**src/rtl/rob_pkg.sv**
```systemverilog
package rob_pkg;

    typedef enum logic [0:0] {
        ST_RUN  = 1'b0,
        ST_WALK = 1'b1
    } rob_state_e;

endpackage

```
**src/rtl/rob_store.sv**
```systemverilog
module rob_store #(
    parameter int DEPTH  = 8,
    parameter int DISP_W = 2,
    parameter int ADDR_W = 32,
    parameter int MAP_W  = 6,
    parameter int IDX_W  = $clog2(DEPTH)
) (
    input  logic                     clk,
    input  logic                     rst_n,
    input  logic [DISP_W-1:0]        wr_en,
    input  logic [IDX_W-1:0]         wr_idx [DISP_W],
    input  logic [DISP_W*ADDR_W-1:0] wr_pc,
    input  logic [DISP_W*MAP_W-1:0]  wr_prev,
    input  logic [DISP_W-1:0]        wr_store,
    input  logic [DISP_W-1:0]        wr_spec,
    input  logic                     fin_en,
    input  logic [IDX_W-1:0]         fin_idx,
    input  logic                     fin_exc,
    input  logic [DEPTH-1:0]         clr_mask,
    output logic [DEPTH-1:0]         busy,
    output logic [DEPTH-1:0]         fin,
    output logic [DEPTH-1:0]         exc,
    output logic [DEPTH-1:0]         st_flag,
    output logic [DEPTH-1:0]         spec_flag,
    output logic [ADDR_W-1:0]        pc   [DEPTH],
    output logic [MAP_W-1:0]         prev [DEPTH]
);

    // Status bits: clear on leave/rollback, set on allocation, update on finish
    always_ff @(posedge clk) begin
        if (!rst_n) begin
            busy <= '0;
            fin  <= '0;
            exc  <= '0;
        end else begin
            busy <= busy & ~clr_mask;
            fin  <= fin & ~clr_mask;
            exc  <= exc & ~clr_mask;
            for (int i = 0; i < DISP_W; i++) begin
                if (wr_en[i]) begin
                    busy[wr_idx[i]] <= 1'b1;
                    fin[wr_idx[i]]  <= 1'b0;
                    exc[wr_idx[i]]  <= 1'b0;
                end
            end
            if (fin_en && busy[fin_idx]) begin
                fin[fin_idx] <= 1'b1;
                exc[fin_idx] <= fin_exc;
            end
        end
    end

    // Payload: written at allocation only
    always_ff @(posedge clk) begin
        for (int i = 0; i < DISP_W; i++) begin
            if (wr_en[i]) begin
                pc[wr_idx[i]]        <= wr_pc[i*ADDR_W +: ADDR_W];
                prev[wr_idx[i]]      <= wr_prev[i*MAP_W +: MAP_W];
                st_flag[wr_idx[i]]   <= wr_store[i];
                spec_flag[wr_idx[i]] <= wr_spec[i];
            end
        end
    end

endmodule

```
**src/rtl/rob_cmpl_sel.sv**
```systemverilog
module rob_cmpl_sel #(
    parameter int DEPTH  = 8,
    parameter int CMPL_W = 2,
    parameter int IDX_W  = $clog2(DEPTH),
    parameter int PTR_W  = IDX_W + 1
) (
    input  logic              run,
    input  logic [IDX_W-1:0]  head_idx,
    input  logic [PTR_W-1:0]  count,
    input  logic [DEPTH-1:0]  busy,
    input  logic [DEPTH-1:0]  fin,
    input  logic [DEPTH-1:0]  exc,
    output logic [CMPL_W-1:0] lane_ok,
    output logic              head_fault
);

    logic [CMPL_W-1:0] chain;

    assign chain[0] = run;

    for (genvar k = 0; k < CMPL_W; k++) begin : g_lane
        logic [IDX_W-1:0] idx;
        assign idx = head_idx + IDX_W'(k);
        assign lane_ok[k] = chain[k] & (count > PTR_W'(k))
                          & busy[idx] & fin[idx] & ~exc[idx];
        if (k + 1 < CMPL_W) begin : g_next
            assign chain[k+1] = lane_ok[k];
        end
    end

    assign head_fault = run & (count != '0)
                      & busy[head_idx] & fin[head_idx] & exc[head_idx];

endmodule

```
**src/rtl/rob_ctrl.sv**
```systemverilog
module rob_ctrl
    import rob_pkg::*;
#(
    parameter int DEPTH  = 8,
    parameter int DISP_W = 2,
    parameter int CMPL_W = 2,
    parameter int IDX_W  = $clog2(DEPTH),
    parameter int PTR_W  = IDX_W + 1
) (
    input  logic              clk,
    input  logic              rst_n,
    input  logic [DISP_W-1:0] disp_valid,
    input  logic [CMPL_W-1:0] lane_ok,
    input  logic              head_fault,
    output logic [IDX_W-1:0]  head_idx,
    output logic [IDX_W-1:0]  tail_idx,
    output logic [PTR_W-1:0]  count,
    output logic              run,
    output logic              disp_stall,
    output logic [DISP_W-1:0] wr_en,
    output logic [IDX_W-1:0]  wr_idx [DISP_W],
    output logic [DEPTH-1:0]  clr_mask,
    output logic              exc_flush,
    output logic              rb_valid,
    output logic              rb_done,
    output logic [IDX_W-1:0]  rb_idx
);

    localparam logic [PTR_W-1:0] STALL_LVL = PTR_W'(DEPTH - DISP_W);

    rob_state_e       st_q, st_d;
    logic [PTR_W-1:0] head_q, head_d, tail_q, tail_d;
    logic [PTR_W-1:0] tail_m1;
    logic [PTR_W-1:0] n_acc, n_cmpl;
    logic             walk_last;

    assign head_idx  = head_q[IDX_W-1:0];
    assign tail_idx  = tail_q[IDX_W-1:0];
    assign count     = tail_q - head_q;
    assign tail_m1   = tail_q - PTR_W'(1);
    assign walk_last = (tail_m1 == head_q);
    assign run       = (st_q == ST_RUN);

    // State register
    always_ff @(posedge clk) begin
        if (!rst_n) begin
            st_q   <= ST_RUN;
            head_q <= '0;
            tail_q <= '0;
        end else begin
            st_q   <= st_d;
            head_q <= head_d;
            tail_q <= tail_d;
        end
    end

    // Next state and pointers
    always_comb begin
        st_d   = st_q;
        head_d = head_q;
        tail_d = tail_q;
        unique case (st_q)
            ST_RUN: begin
                head_d = head_q + n_cmpl;
                tail_d = tail_q + n_acc;
                if (head_fault) st_d = ST_WALK;
            end
            ST_WALK: begin
                tail_d = tail_m1;
                if (walk_last) st_d = ST_RUN;
            end
            default: st_d = ST_RUN;
        endcase
    end

    // Outputs
    always_comb begin
        disp_stall = ~run | head_fault | (count > STALL_LVL);
        exc_flush  = head_fault;
        rb_valid   = (st_q == ST_WALK);
        rb_done    = rb_valid & walk_last;
        rb_idx     = tail_m1[IDX_W-1:0];
        n_acc      = '0;
        n_cmpl     = '0;
        clr_mask   = '0;
        for (int i = 0; i < DISP_W; i++) begin
            wr_en[i]  = disp_valid[i] & ~disp_stall;
            wr_idx[i] = tail_idx + n_acc[IDX_W-1:0];
            if (wr_en[i]) n_acc = n_acc + PTR_W'(1);
        end
        for (int k = 0; k < CMPL_W; k++) begin
            if (lane_ok[k]) begin
                clr_mask[IDX_W'(head_idx + IDX_W'(k))] = 1'b1;
                n_cmpl = n_cmpl + PTR_W'(1);
            end
        end
        if (rb_valid) clr_mask[rb_idx] = 1'b1;
    end

endmodule

```
**src/rtl/reorder_buffer.sv**
```systemverilog
module reorder_buffer #(
    parameter int DEPTH  = 8,
    parameter int DISP_W = 2,
    parameter int CMPL_W = 2,
    parameter int ADDR_W = 32,
    parameter int MAP_W  = 6
) (
    input  logic                       clk,
    input  logic                       rst_n,
    input  logic [DISP_W-1:0]          disp_valid,
    input  logic [DISP_W*ADDR_W-1:0]   disp_pc,
    input  logic [DISP_W*MAP_W-1:0]    disp_prev,
    input  logic [DISP_W-1:0]          disp_store,
    input  logic [DISP_W-1:0]          disp_spec,
    output logic                       disp_stall,
    output logic [$clog2(DEPTH)-1:0]   alloc_idx,
    input  logic                       fin_valid,
    input  logic [$clog2(DEPTH)-1:0]   fin_idx,
    input  logic                       fin_exc,
    output logic [CMPL_W-1:0]          cmpl_valid,
    output logic [CMPL_W*ADDR_W-1:0]   cmpl_pc,
    output logic [CMPL_W*MAP_W-1:0]    cmpl_prev,
    output logic [CMPL_W-1:0]          cmpl_store,
    output logic [CMPL_W-1:0]          cmpl_spec,
    output logic                       exc_flush,
    output logic [ADDR_W-1:0]          exc_pc,
    output logic                       rb_valid,
    output logic [MAP_W-1:0]           rb_prev,
    output logic                       rb_done
);

    localparam int IDX_W = $clog2(DEPTH);
    localparam int PTR_W = IDX_W + 1;

    logic [IDX_W-1:0]  head_idx, tail_idx, rb_idx;
    logic [PTR_W-1:0]  count;
    logic              run, head_fault;
    logic [DISP_W-1:0] wr_en;
    logic [IDX_W-1:0]  wr_idx [DISP_W];
    logic [DEPTH-1:0]  clr_mask, busy, fin, exc, st_flag, spec_flag;
    logic [ADDR_W-1:0] pc   [DEPTH];
    logic [MAP_W-1:0]  prev [DEPTH];
    logic [CMPL_W-1:0] lane_ok;

    rob_ctrl #(
        .DEPTH(DEPTH), .DISP_W(DISP_W), .CMPL_W(CMPL_W)
    ) ctrl_i (
        .clk        (clk),
        .rst_n      (rst_n),
        .disp_valid (disp_valid),
        .lane_ok    (lane_ok),
        .head_fault (head_fault),
        .head_idx   (head_idx),
        .tail_idx   (tail_idx),
        .count      (count),
        .run        (run),
        .disp_stall (disp_stall),
        .wr_en      (wr_en),
        .wr_idx     (wr_idx),
        .clr_mask   (clr_mask),
        .exc_flush  (exc_flush),
        .rb_valid   (rb_valid),
        .rb_done    (rb_done),
        .rb_idx     (rb_idx)
    );

    rob_store #(
        .DEPTH(DEPTH), .DISP_W(DISP_W), .ADDR_W(ADDR_W), .MAP_W(MAP_W)
    ) store_i (
        .clk       (clk),
        .rst_n     (rst_n),
        .wr_en     (wr_en),
        .wr_idx    (wr_idx),
        .wr_pc     (disp_pc),
        .wr_prev   (disp_prev),
        .wr_store  (disp_store),
        .wr_spec   (disp_spec),
        .fin_en    (fin_valid & run),
        .fin_idx   (fin_idx),
        .fin_exc   (fin_exc),
        .clr_mask  (clr_mask),
        .busy      (busy),
        .fin       (fin),
        .exc       (exc),
        .st_flag   (st_flag),
        .spec_flag (spec_flag),
        .pc        (pc),
        .prev      (prev)
    );

    rob_cmpl_sel #(
        .DEPTH(DEPTH), .CMPL_W(CMPL_W)
    ) sel_i (
        .run        (run),
        .head_idx   (head_idx),
        .count      (count),
        .busy       (busy),
        .fin        (fin),
        .exc        (exc),
        .lane_ok    (lane_ok),
        .head_fault (head_fault)
    );

    for (genvar k = 0; k < CMPL_W; k++) begin : g_out
        logic [IDX_W-1:0] idx;
        assign idx                           = head_idx + IDX_W'(k);
        assign cmpl_valid[k]                 = lane_ok[k];
        assign cmpl_pc[k*ADDR_W +: ADDR_W]   = pc[idx];
        assign cmpl_prev[k*MAP_W +: MAP_W]   = prev[idx];
        assign cmpl_store[k]                 = st_flag[idx];
        assign cmpl_spec[k]                  = spec_flag[idx];
    end

    assign alloc_idx = tail_idx;
    assign exc_pc    = pc[head_idx];
    assign rb_prev   = prev[rb_idx];

endmodule

```
**config.mk**
```make
export PLATFORM = sky130hd
export DESIGN_NAME = reorder_buffer
export DESIGN_NICKNAME = d
export VERILOG_FILES = /design/src/rtl/rob_pkg.sv /design/src/rtl/rob_store.sv /design/src/rtl/rob_cmpl_sel.sv /design/src/rtl/rob_ctrl.sv /design/src/rtl/reorder_buffer.sv
export SDC_FILE = /design/constraint.sdc
export NUM_CORES = 1
export LEC_CHECK = 0
export BUFFER_PORTS_ARGS = -buffer_cell sky130_fd_sc_hd__clkbuf_2
export CAP_MARGIN = 10
export CORE_MARGIN = 2
export CORE_UTILIZATION = 37
export CTS_BUF_LIST = sky130_fd_sc_hd__clkbuf_16
export CTS_CLUSTER_DIAMETER = 30
export DETAILED_ROUTE_END_ITERATION = 16
export PLACE_DENSITY_LB_ADDON = 0.25
export SLEW_MARGIN = 20
export SYNTH_ARGS = -nofsm -noshare
export SYNTH_HDL_FRONTEND = slang
export SYNTH_HIERARCHICAL = 1
export SYNTH_SLANG_ARGS = --single-unit
```
**constraint.sdc**
```tcl
create_clock -name clk -period 6.3 [get_ports clk]
set_clock_uncertainty 0.1 [all_clocks]
set_input_delay 0.315 -clock clk [delete_from_list [all_inputs] [get_ports clk]]
set_output_delay 0.315 -clock clk [all_outputs]
set_load 0.01 [all_outputs]
```
==> results of run 1 <==
cells in the final DEF, fill, tap and decap left out, types with 80 or more instances in the layout:
master / netlist / routed
nand2_1: 189 / 189
mux2i_1: 419 / 419
a2111oi_0: 80 / 80
nor2b_1: 87 / 87
clkbuf_16: 0 / 92
mux4_2: 93 / 93
and3_1: 82 / 82
nor2_1: 171 / 171
dlygate4sd3_1: 0 / 95
dfxtp_1: 353 / 349
o21ai_0: 166 / 166
clkbuf_2: 34 / 215
a21oi_1: 176 / 176
report_power, final:
group	internal [mW]	total, mW	leakage [nW]	switching (mW)
clock	3.17	4.65	1.57	1.48
sequential	3.28	4.04	2.95	0.762
combinational	2.47	5.02	6.95	2.54
total	8.93	13.7	11.5	4.78
sequential cells by signal (all words and copies together) (netlist names):
name	count
store_i/pc	256
store_i/busy	8
store_i/st_flag	8
ctrl_i/rb_valid	1
ctrl_i/head_q	4
store_i/prev	48
ctrl_i/tail_q	4
store_i/exc	8
store_i/spec_flag	8
store_i/fin	8
how the worst max path moves through the flow:
stage               slack, ns              end  cells after the start
detailed placement       0.92   store_i/pc[45]                     19
floorplan                1.67  store_i/pc[110]                     21
CTS                      0.37  store_i/pc[253]                     19
global route             0.08  store_i/pc[223]                     21
finish                   0.37  store_i/pc[223]                     21
global placement         0.99   store_i/pc[48]                     19
through the flow:
stage	hold slack (ns)	area (sq um)
final	0.01418	27020
after global routing	0.02266	27020
after CTS	0.001137	27010
after detailed placement	0.3692	22960
after global placement	0.3545	22960
after floorplan	0.3364	21870
synthesized netlist by cell type, types with 4 or more instances:
cell	count	area (sq um)
mux4_2	93	2095
o311ai_0	5	43.79
nand2_1	189	709.4
mux2i_1	419	4194
buf_4	56	420.4
xor2_1	7	61.31
clkbuf_1	175	656.9
nor3b_1	5	37.54
a2111oi_0	80	700.7
and2_1	7	43.79
mux2_2	49	551.8
nor4bb_1	6	60.06
inv_1	17	63.81
dfxtp_1	353	7067
or3_1	5	31.28
o31ai_1	4	30.03
buf_6	5	56.30
buf_2	32	160.2
nor2b_1	87	544.3
nand4b_1	14	122.6
nor3_1	16	80.08
nor2_1	171	641.9
ha_1	15	187.7
xnor2_1	4	35.03
nor4_1	40	250.2
o21ai_0	166	830.8
buf_1	28	105.1
and3_1	82	513.0
nand3_1	10	50.05
a21oi_1	176	880.8
nand4_1	5	31.28
clkbuf_2	34	170.2
timing repair:
item,4_1_cts,5_1_grt
hold buffers,95,0
resized for setup,0,2
endpoints found under the setup margin,0,6
endpoints found under the hold margin,322,0
cells by family (layout without fill, tap and decap cells):
kind of cell | Yosys count | in the layout | share of synthesized area [%]
buffers and inverters | 349 | 547 | 7.500
multiplexers | 563 | 563 | 31.51
flip-flops | 353 | 353 | 32.31
other | 0 | 4 | 0
AO/OA/AOI/OAI | 446 | 446 | 11.96
XOR/XNOR | 14 | 14 | 0.6636
AND/OR/NAND/NOR | 653 | 653 | 14.92
adder cells (fa/ha/maj) | 18 | 18 | 1.133
critical path, stage by stage (launching register included):
cell and delay, ns:
dfxtp_1 0.30, inv_1 0.41, ha_1 0.27, nor2b_1 0.05, o21ai_0 0.19, nand3_1 0.18, and2_1 0.20, or3_1 0.39
o221ai_1 0.35, nor3b_1 0.15, a311oi_1 0.40, nand2_1 0.12, a21oi_1 0.22, buf_4 0.22, ha_1 0.16, ha_1 0.15
xor2_1 0.07, buf_4 0.20, nor4bb_4 0.36, buf_4 0.50, o21ai_0 0.21, dlygate4sd3_1 0.60
routing by layer:
layer,track usage (%),part of all wire (%),vias to the layer above,wire length [um]
met5,0,0.063,-,45
met4,8.026,2.4,8,1759
met3,4.081,6.0,133,4341
met2,37.01,47,630,33520
met1,31.02,45,9176,32230
li1,-,-,8936,-
cell type report:
class                           count  area (sq um)
Antenna cell                        4         10.01
Clock buffer                       92          2302
Clock inverter                     75         799.5
Fill cell                        5495         31660
Inverter                           19         71.32
Multi-Input combinational cell   1694         13310
Sequential cell                   353          7079
Tap cell                          773         967.2
Timing Repair Buffer              361          2489
==> reports/qor.yml, run 1 <==
power:
  p_leak_nw: 11.47
  power.density_mw_per_mm2: 507.2
  power.total_mw: 13.71
  ir_drop_v: 0.0002317
status:
  run_status: "finished clean"
synthesis:
  postSynthAreaPerCell_sq_um: 9.129
  yosysWarnings: 6
  yosys_register_bits: 353
  synth_edf_count: 0
  syn-num-nets: 2503
  synth_seq_area_share_pct: 32.31
  synthArstFlopShare_pct: 0
  synth_top_flop_cell: "dfxtp_1"
  syn_inst: 2396
  ys_types: 57
  synth_area_sq_mm: 0.02187
critical_path:
  crit_required_ns: 6.72
  reg2reg_slack_ns: 0.37
  rr_startpoint: "ctrl_i/tail_q[0]"
  end_kind: "flop"
  setup.worst_path.class: "reg -> reg"
  startpoint_type: "flop"
  r2r_end: "store_i/pc[223]"
  rr_worst_depth: 21
  cp_max_fo: 46
  worstPathArrival_ns: 6.35
  crit_start: "ctrl_i/tail_q[0]"
grt:
  grt_max_degree: 97
  gr-total-overflow: 0
  grt_pass1_wl_um: 108800
  track_usage_pct: 23.04
  grt_pass1_vias: 18150
  antenna_found_initial: 7
cells_and_area:
  fin_cells: 3371
  final_nets: 2628
  drive_gt1_share_pct: 21.74
  fin_util_pct: 46.05
  area_growth_pct: 23.55
cts:
  clkLatencyLatePin_ns: 0.63
  cts-root-buf: "clkbuf_16"
  cts_tree: "built"
  clk_pin_slew_ns: 0.04
  postCtsSetupBuffers: 0
  cts.sinks: 353
  cts_buffers: 92
  cts_buffer_depth: 3
  ctsHtreeMaxLevel: 3
sta:
  timing.setup.tns_ns: 0
  relSlewSlack_pct: 37.72
  fin_ws_ns: 0.3720
  rsz0062_at_grt: "false"
  worstMarginPinSlew_ns: 0.9257
  fin_crit_sh_pct: 94.09
  drv_slew: 0
  hold_violations: 0
  fin_crit_ns: 5.928
  max_freq_mhz: 168.7
  setup_viol: 0
worst_hold_path:
  hold_end: "store_i/pc[52]"
  hold_path_depth: 3
  min-delay-start: "disp_pc[20]"
  hold_path.class: "in -> reg"
flow_run:
  cap_violations: 0
placed_design:
  dp_slack_ns: 0.9196
  io_buffer_count: 215
  place.gp.congestion: 0.8087
  dp.cells: 3105
  dp_hpwl_um: 43300
die:
  design.core.area_sq_mm: 0.05869
  start_util_pct: 37.27
  rows: 89
  die-area_sq_mm: 0.06108
  die_h_um: 247.1
  io_pins: 216
  die_w_um: 247.1
drt:
  vias: 18880
  viasPerCell: 5.602
  first_iter_violations: 1378
  dr.pass1.iters: 5
  drtAntennaViolNets: 0
  drc: 0
  routedWlPerCell_um: 21.33
  wl_um: 71890
Note: power is estimated with default switching activity, not from simulation.
==> inputs of run 2 (changes only) <==
--- a/config.mk
+++ b/config.mk
@@ -12,6 +12,7 @@
 export CTS_BUF_LIST = sky130_fd_sc_hd__clkbuf_16
 export CTS_CLUSTER_DIAMETER = 30
 export DETAILED_ROUTE_END_ITERATION = 16
+export MAX_ROUTING_LAYER = met4
 export PLACE_DENSITY_LB_ADDON = 0.25
 export SLEW_MARGIN = 20
 export SYNTH_ARGS = -nofsm -noshare
==> reports/qor.yml, run 2 (synthesis gave the netlist of run 1 again) <==
critical_path:
  setup.worst_path.class: "reg -> reg"  # unchanged
  end_kind: "flop"  # unchanged
  rr_worst_depth: 21  # unchanged
  r2r_end: "store_i/pc[223]"  # unchanged
  rr_startpoint: "ctrl_i/tail_q[0]"  # unchanged
  reg2reg_slack_ns: 0.36  # was 0.37 ns
  cp_max_fo: 46  # unchanged
  worstPathArrival_ns: 6.36  # was 6.35 ns
  startpoint_type: "flop"  # unchanged
  crit_required_ns: 6.72  # about the same
worst_hold_path:
  hold_path.class: "in -> reg"  # unchanged
  hold_path_depth: 3  # unchanged
  hold_end: "store_i/pc[52]"  # unchanged
  min-delay-start: "disp_pc[20]"  # unchanged
cts:
  ctsHtreeMaxLevel: 3  # unchanged
  cts_buffers: 92  # unchanged
  cts.sinks: 353  # unchanged
  cts-root-buf: "clkbuf_16"  # unchanged
  cts_buffer_depth: 3  # unchanged
  cts_tree: "built"  # unchanged
  clk_pin_slew_ns: 0.04  # about the same
  clkLatencyLatePin_ns: 0.64  # was 0.63 ns
  postCtsSetupBuffers: 0  # unchanged
sta:
  setup_viol: 0  # unchanged
  worstMarginPinSlew_ns: 0.9202  # was 0.9257 ns
  fin_crit_ns: 5.943  # was 5.928 ns
  relSlewSlack_pct: 38.09  # was 37.72%
  rsz0062_at_grt: "false"  # unchanged
  fin_crit_sh_pct: 94.33  # was 94.09%
  drv_slew: 0  # unchanged
  hold_violations: 0  # unchanged
  max_freq_mhz: 168.3  # was 168.7 MHz
  timing.setup.tns_ns: 0  # unchanged
cells_and_area:
  final_nets: 2628  # unchanged
  n_fill_cell: 5493  # was 5495
  area_growth_pct: 23.59  # was 23.55%
  drive_gt1_share_pct: 21.74  # unchanged
  fin_cells: 3374  # was 3371
  largest_reg_flops: 256  # unchanged
  final_common_cell: "mux2i_1"  # unchanged
  final_cell_mix: "mux2i_1, dfxtp_1, clkbuf_2"  # unchanged
die:
  io_pins: 216  # unchanged
  die-area_sq_mm: 0.06108  # unchanged
  die_h_um: 247.1  # unchanged
  start_util_pct: 37.27  # unchanged
  design.core.area_sq_mm: 0.05869  # unchanged
  die_w_um: 247.1  # unchanged
  rows: 89  # unchanged
placed_design:
  place.gp.congestion: 0.8214  # was 0.8087
  dp_hpwl_um: 43300  # unchanged
  dp.cells: 3105  # unchanged
  io_buffer_count: 215  # unchanged
grt:
  grt_pass1_vias: 18140  # was 18150
  antenna_found_initial: 7  # unchanged
  grt_pass1_wl_um: 108800  # about the same
  grt_max_degree: 97  # unchanged
  track_usage_pct: 23.71  # was 23.04%
  gr-total-overflow: 0  # unchanged
drt:
  drc: 0  # unchanged
  vias: 18900  # was 18880
  dr.pass1.iters: 6  # was 5
  routedWlPerCell_um: 21.29  # was 21.33 um
  drtAntennaViolNets: 0  # unchanged
  first_iter_violations: 1335  # was 1378
  viasPerCell: 5.602  # about the same
  wl_um: 71820  # was 71890 um
power:
  power.density_mw_per_mm2: 506.9  # was 507.2 mW/mm^2
  ir_drop_v: 0.0002307  # was 0.0002317 V
  p_leak_nw: 11.47  # unchanged
status:
  run_status: "finished clean"  # unchanged
flow_run:
  cap_violations: 0  # unchanged
-- run 2: cell types whose count changed in the layout (fill, tap and decap cells not counted), sizes merged --
| cell | delta |
|---|---|
| diode | +3 |
-- run 2: how the worst max path moves through the flow --
stage	end	from	slack [ns]	depth (start not counted)
after global routing	store_i/pc[223]	ctrl_i/tail_q[0]	0.08	21
after global placement	store_i/pc[48]	ctrl_i/tail_q[2]	0.99	19
after detailed placement	store_i/pc[45]	ctrl_i/tail_q[2]	0.92	19
after floorplan	store_i/pc[110]	ctrl_i/head_q[1]	1.67	21
after CTS	store_i/pc[253]	ctrl_i/tail_q[2]	0.37	19
final	store_i/pc[223]	ctrl_i/tail_q[0]	0.36	21
-- run 2: per-stage QoR --
stage          cell area [sq um]  setup WS [ns]  hold WS [ns]  utilization, %  power (mW)
2_1_floorplan              21870          1.669        0.3364               -       7.362
3_3_place_gp               22960         0.9859        0.3545           39.12       8.654
3_5_place_dp               22960         0.9196        0.3692           39.12       8.841
4_1_cts                    27010         0.3698      0.001137           46.02       13.75
5_1_grt                    27030        0.08100       0.02254           46.06       14.51
6_report                   27030         0.3571       0.02142           46.06       13.70
-- run 2: metal layers --
metal  global-route usage (%)  part of all wire, %  vias up
li1                         -                    -     8931
met1                    31.06                   45     9191
met2                    37.00                   46      655
met3                    4.016                  6.0      125
met4                    8.044                  2.4        0
met5                        -                    0        -
-- run 2: critical path: stages, from the launching register on --
cell           delay [ns]
dfxtp_1              0.30
inv_1                0.41
ha_1                 0.27
nor2b_1              0.05
o21ai_0              0.19
nand3_1              0.18
and2_1               0.20
or3_1                0.39
o221ai_1             0.35
nor3b_1              0.15
a311oi_1             0.41
nand2_1              0.12
a21oi_1              0.22
buf_4                0.22
ha_1                 0.16
ha_1                 0.15
xor2_1               0.07
buf_4                0.20
nor4bb_4             0.36
buf_4                0.51
o21ai_0              0.21
dlygate4sd3_1        0.60
-- run 2: power breakdown --
part	internal, mW	total (mW)	switching, mW
logic	2.47	5.01	2.54
clock network	3.17	4.65	1.48
registers	3.28	4.04	0.759
-- run 2: layout make-up --
cell class	instances	area (sq um)	share of cell area (%)
Multi-Input combinational cell	1694	13310	49.22
Inverter	19	71.32	0.2638
Antenna cell	7	17.52	0.06480
Clock inverter	75	799.5	2.958
Sequential cell	353	7079	26.19
Timing Repair Buffer	361	2489	9.207
Clock buffer	92	2302	8.517
Tap cell	773	967.2	3.578
-- run 2: repair_timing --
action / in CTS / in global routing
setup endpoints to repair: 0 / 6
hold endpoints to repair: 322 / 0
hold buffers: 95 / 0
resized for setup: 0 / 2
==> inputs of run 3 (changes only) <==
--- a/config.mk
+++ b/config.mk
@@ -12,6 +12,7 @@
 export CTS_BUF_LIST = sky130_fd_sc_hd__clkbuf_16
 export CTS_CLUSTER_DIAMETER = 30
 export DETAILED_ROUTE_END_ITERATION = 16
+export GPL_TIMING_DRIVEN = 0
 export MAX_ROUTING_LAYER = met4
 export PLACE_DENSITY_LB_ADDON = 0.25
 export SLEW_MARGIN = 20
==> constraint.sdc (replaced) <==
create_clock -name clk -period 6.3 [get_ports clk]
set_clock_uncertainty 0.1 [all_clocks]
set_input_delay 0.315 -clock clk [delete_from_list [all_inputs] [get_ports clk]]
set_output_delay 0.315 -clock clk [all_outputs]
set_load 0.02 [all_outputs]
==> reports/qor.yml, run 3 (synthesis gave the netlist of run 1 again) <==
critical_path:
  cp_slowest_cell: "clkbuf_1"  # was dlygate4sd3_1
  crit_required_ns: 6.76  # was 6.72 ns
  setup.worst_path.class: "reg -> reg"  # unchanged
  end_kind: "flop"  # unchanged
  crit_family: "buffers and inverters"  # unchanged
  startpoint_type: "flop"  # unchanged
  reg2reg_slack_ns: 0.41  # was 0.36 ns
  max_stage_delay_ns: 0.60  # about the same
  crit_chain: "inv_1 -> ha_1 -> nor2b_1 -> o21ai_0 -> nand3_1 -> and2_1 -> or3_1 -> o221ai_1 -> nor3b_1 -> a311oi_2 -> nand2_1 -> a21oi_1 -> ha_1 -> ha_1 -> clkbuf_1 -> nand4b_1 -> clkbuf_1 -> clkbuf_1 -> nor2_1 -> a21oi_1"  # was inv_1 -> ha_1 -> nor2b_1 -> o21ai_0 -> nand3_1 -> and2_1 -> or3_1 -> o221ai_1 -> nor3b_1 -> a311oi_1 -> nand2_1 -> a21oi_1 -> buf_4 -> ha_1 -> ha_1 -> xor2_1 -> buf_4 -> nor4bb_4 -> buf_4 -> o21ai_0 -> dlygate4sd3_1
  worstPathArrival_ns: 6.36  # about the same
  cp_max_fo: 10  # was 46
  path_buf_inv: 4  # was 5
cts:
  cts_tree: "built"  # unchanged
  clkLatencyLatePin_ns: 0.63  # was 0.64 ns
  cts_buffers: 94  # was 92
  cts-root-buf: "clkbuf_16"  # unchanged
  clk_pin_slew_ns: 0.04  # about the same
  cts.sinks: 353  # unchanged
  cts_buffer_depth: 3  # unchanged
  ctsHtreeMaxLevel: 3  # unchanged
sta:
  max_freq_mhz: 169.6  # was 168.3 MHz
  drv_slew: 0  # unchanged
  setup_viol: 0  # unchanged
  worstMarginPinSlew_ns: 1.028  # was 0.9202 ns
  rsz0062_at_grt: "false"  # unchanged
  hold_violations: 0  # unchanged
  relSlewSlack_pct: 30.83  # was 38.09%
  fin_crit_sh_pct: 93.56  # was 94.33%
  fin_crit_ns: 5.895  # was 5.943 ns
status:
  run_status: "finished clean"  # unchanged
drt:
  wl_um: 88520  # was 71820 um
  drc: 0  # unchanged
  viasPerCell: 5.875  # was 5.602
  vias: 20740  # was 18900
  drtAntennaViolNets: 0  # unchanged
  dr.pass1.iters: 6  # unchanged
  first_iter_violations: 1891  # was 1335
  routedWlPerCell_um: 25.08  # was 21.29 um
placed_design:
  post_dp_cell_area_sq_mm: 0.02352  # was 0.02296 sq mm
  io_buffer_count: 134  # was 215
  place.gp.congestion: 0.9230  # was 0.8214
  dp_hpwl_um: 59690  # was 43300 um
grt:
  grt_use_met3_pct: 7.456  # was 4.016%
  grt_pass1_vias: 20030  # was 18140
  gr-total-overflow: 0  # unchanged
  track_usage_pct: 29.04  # was 23.71%
  grt_max_degree: 15  # was 97
  antenna_found_initial: 9  # was 7
  grtUsageMet2_pct: 44.69  # was 37.00%
  busiest_layer: "met2"  # unchanged
  grt_util_met1_pct: 34.97  # was 31.06%
  grt_pass1_wl_um: 128200  # was 108800 um
power:
  swShare_pct: 37.93  # was 34.86%
  combPwrFrac_pct: 39.1  # was 36.6%
  internal-power_mw: 8.923  # was 8.926 mW
  seq_power_share_pct: 28.3  # was 29.5%
  ir_drop_v: 0.0002634  # was 0.0002307 V
  power.density_mw_per_mm2: 529.9  # was 506.9 mW/mm^2
  p_sw_mw: 5.453  # was 4.776 mW
  p_leak_nw: 11.58  # was 11.47 nW
  power.total_mw: 14.38  # was 13.70 mW
  p_clk_share_pct: 32.6  # was 33.9%
flow_run:
  cap_violations: 0  # unchanged
die:
  start_util_pct: 37.27  # unchanged
  die_w_um: 247.1  # unchanged
  io_pins: 216  # unchanged
  die-area_sq_mm: 0.06108  # unchanged
  rows: 89  # unchanged
  design.core.area_sq_mm: 0.05869  # unchanged
  die_h_um: 247.1  # unchanged
cells_and_area:
  register_area_sq_mm: 0.007067  # was 0.007079 sq mm
  drive_gt1_share_pct: 21.74  # about the same
  multi_input_area_sq_mm: 0.01318  # was 0.01331 sq mm
  area_growth_pct: 24.03  # was 23.59%
  n_fill_cell: 5643  # was 5493
  final_cell_mix: "mux2i_1, dfxtp_1, clkbuf_2"  # unchanged
  finalInstanceArea_sq_mm: 0.02713  # was 0.02703 sq mm
  final_nets: 2776  # was 2628
  largest_reg_flops: 256  # unchanged
  final_common_cell: "mux2i_1"  # unchanged
worst_hold_path:
  hold_path.class: "in -> reg"  # unchanged
## run 3: changes by cell type in the layout (fill, tap and decap cells not counted), moves of 16 or more
cell           delta
buf_4            +17
clkbuf_1        +143
buf_1            +27
dlygate4sd3_1    -56
buf_2            +33
clkbuf_2         -16
## run 3: cell type report
| cell class | count | area share [%] |
|---|---|---|
| Clock inverter | 75 | 2.426 |
| Clock buffer | 98 | 9.040 |
| Timing Repair Buffer | 178 | 4.050 |
| Sequential cell | 353 | 26.05 |
| Tap cell | 773 | 3.565 |
| Inverter | 19 | 0.2629 |
| Buffer | 329 | 5.918 |
| Multi-Input combinational cell | 1694 | 48.59 |
| Antenna cell | 11 | 0.1015 |
## run 3: path summary, 6_finish.rpt
check	startpoint	to	cells after the start
max	ctrl_i/head_q[1]	store_i/pc[64]	20
min	disp_pc[55]	store_i/pc[247]	3
min reg2reg	store_i/fin[1]	store_i/fin[1]	2
max reg2reg	ctrl_i/head_q[1]	store_i/pc[64]	20
## run 3: per-layer routing
metal	routed length [um]	share of wire, %
met5	0	0
met4	4083	4.6
met3	9016	10
met2	40500	46
met1	34920	39
## run 3: power by group through the flow
stage | sequential, mW | combinational, mW | clock, mW
6_report | 4.07 | 5.63 | 4.68
5_1_grt | 4.17 | 6.02 | 4.85
4_1_cts | 4.04 | 5.52 | 4.71
3_5_place_dp | 4.06 | 5.49 | 0
3_3_place_gp | 4.00 | 5.33 | 0
2_1_floorplan | 3.80 | 3.92 | 0
## run 3: tightest hold or removal path, delay by kind of cell
| family | cells | cell delay, ns |
|---|---|---|
| simple gates | 1 | 0.10 |
| compound gates | 1 | 0.07 |
| buf+inv | 1 | 0.22 |
## run 3: timing repair
item | in CTS | in global routing
hold endpoints to repair | 276 | 0
setup endpoints to repair | 40 | 322
hold buffers | 39 | 0
setup buffers | 0 | 5
cloned | 0 | 0
pin swaps | 0 | 1
gates resized for setup | 7 | 53
## run 3: stage by stage
stage	setup slack (ns)	utilization [%]	std cells	hold slack, ns	TNS, ns
3_5_place_dp	-0.1359	40.08	3303	0.3640	-2.870
5_1_grt	0.01554	46.22	3528	0.05500	0
3_3_place_gp	-0.03065	40.06	3303	0.3493	-0.1863
4_1_cts	0.04932	46.06	3515	0.006758	0
2_1_floorplan	1.669	-	2396	0.3364	0
6_report	0.4054	46.23	3530	0.03305	0
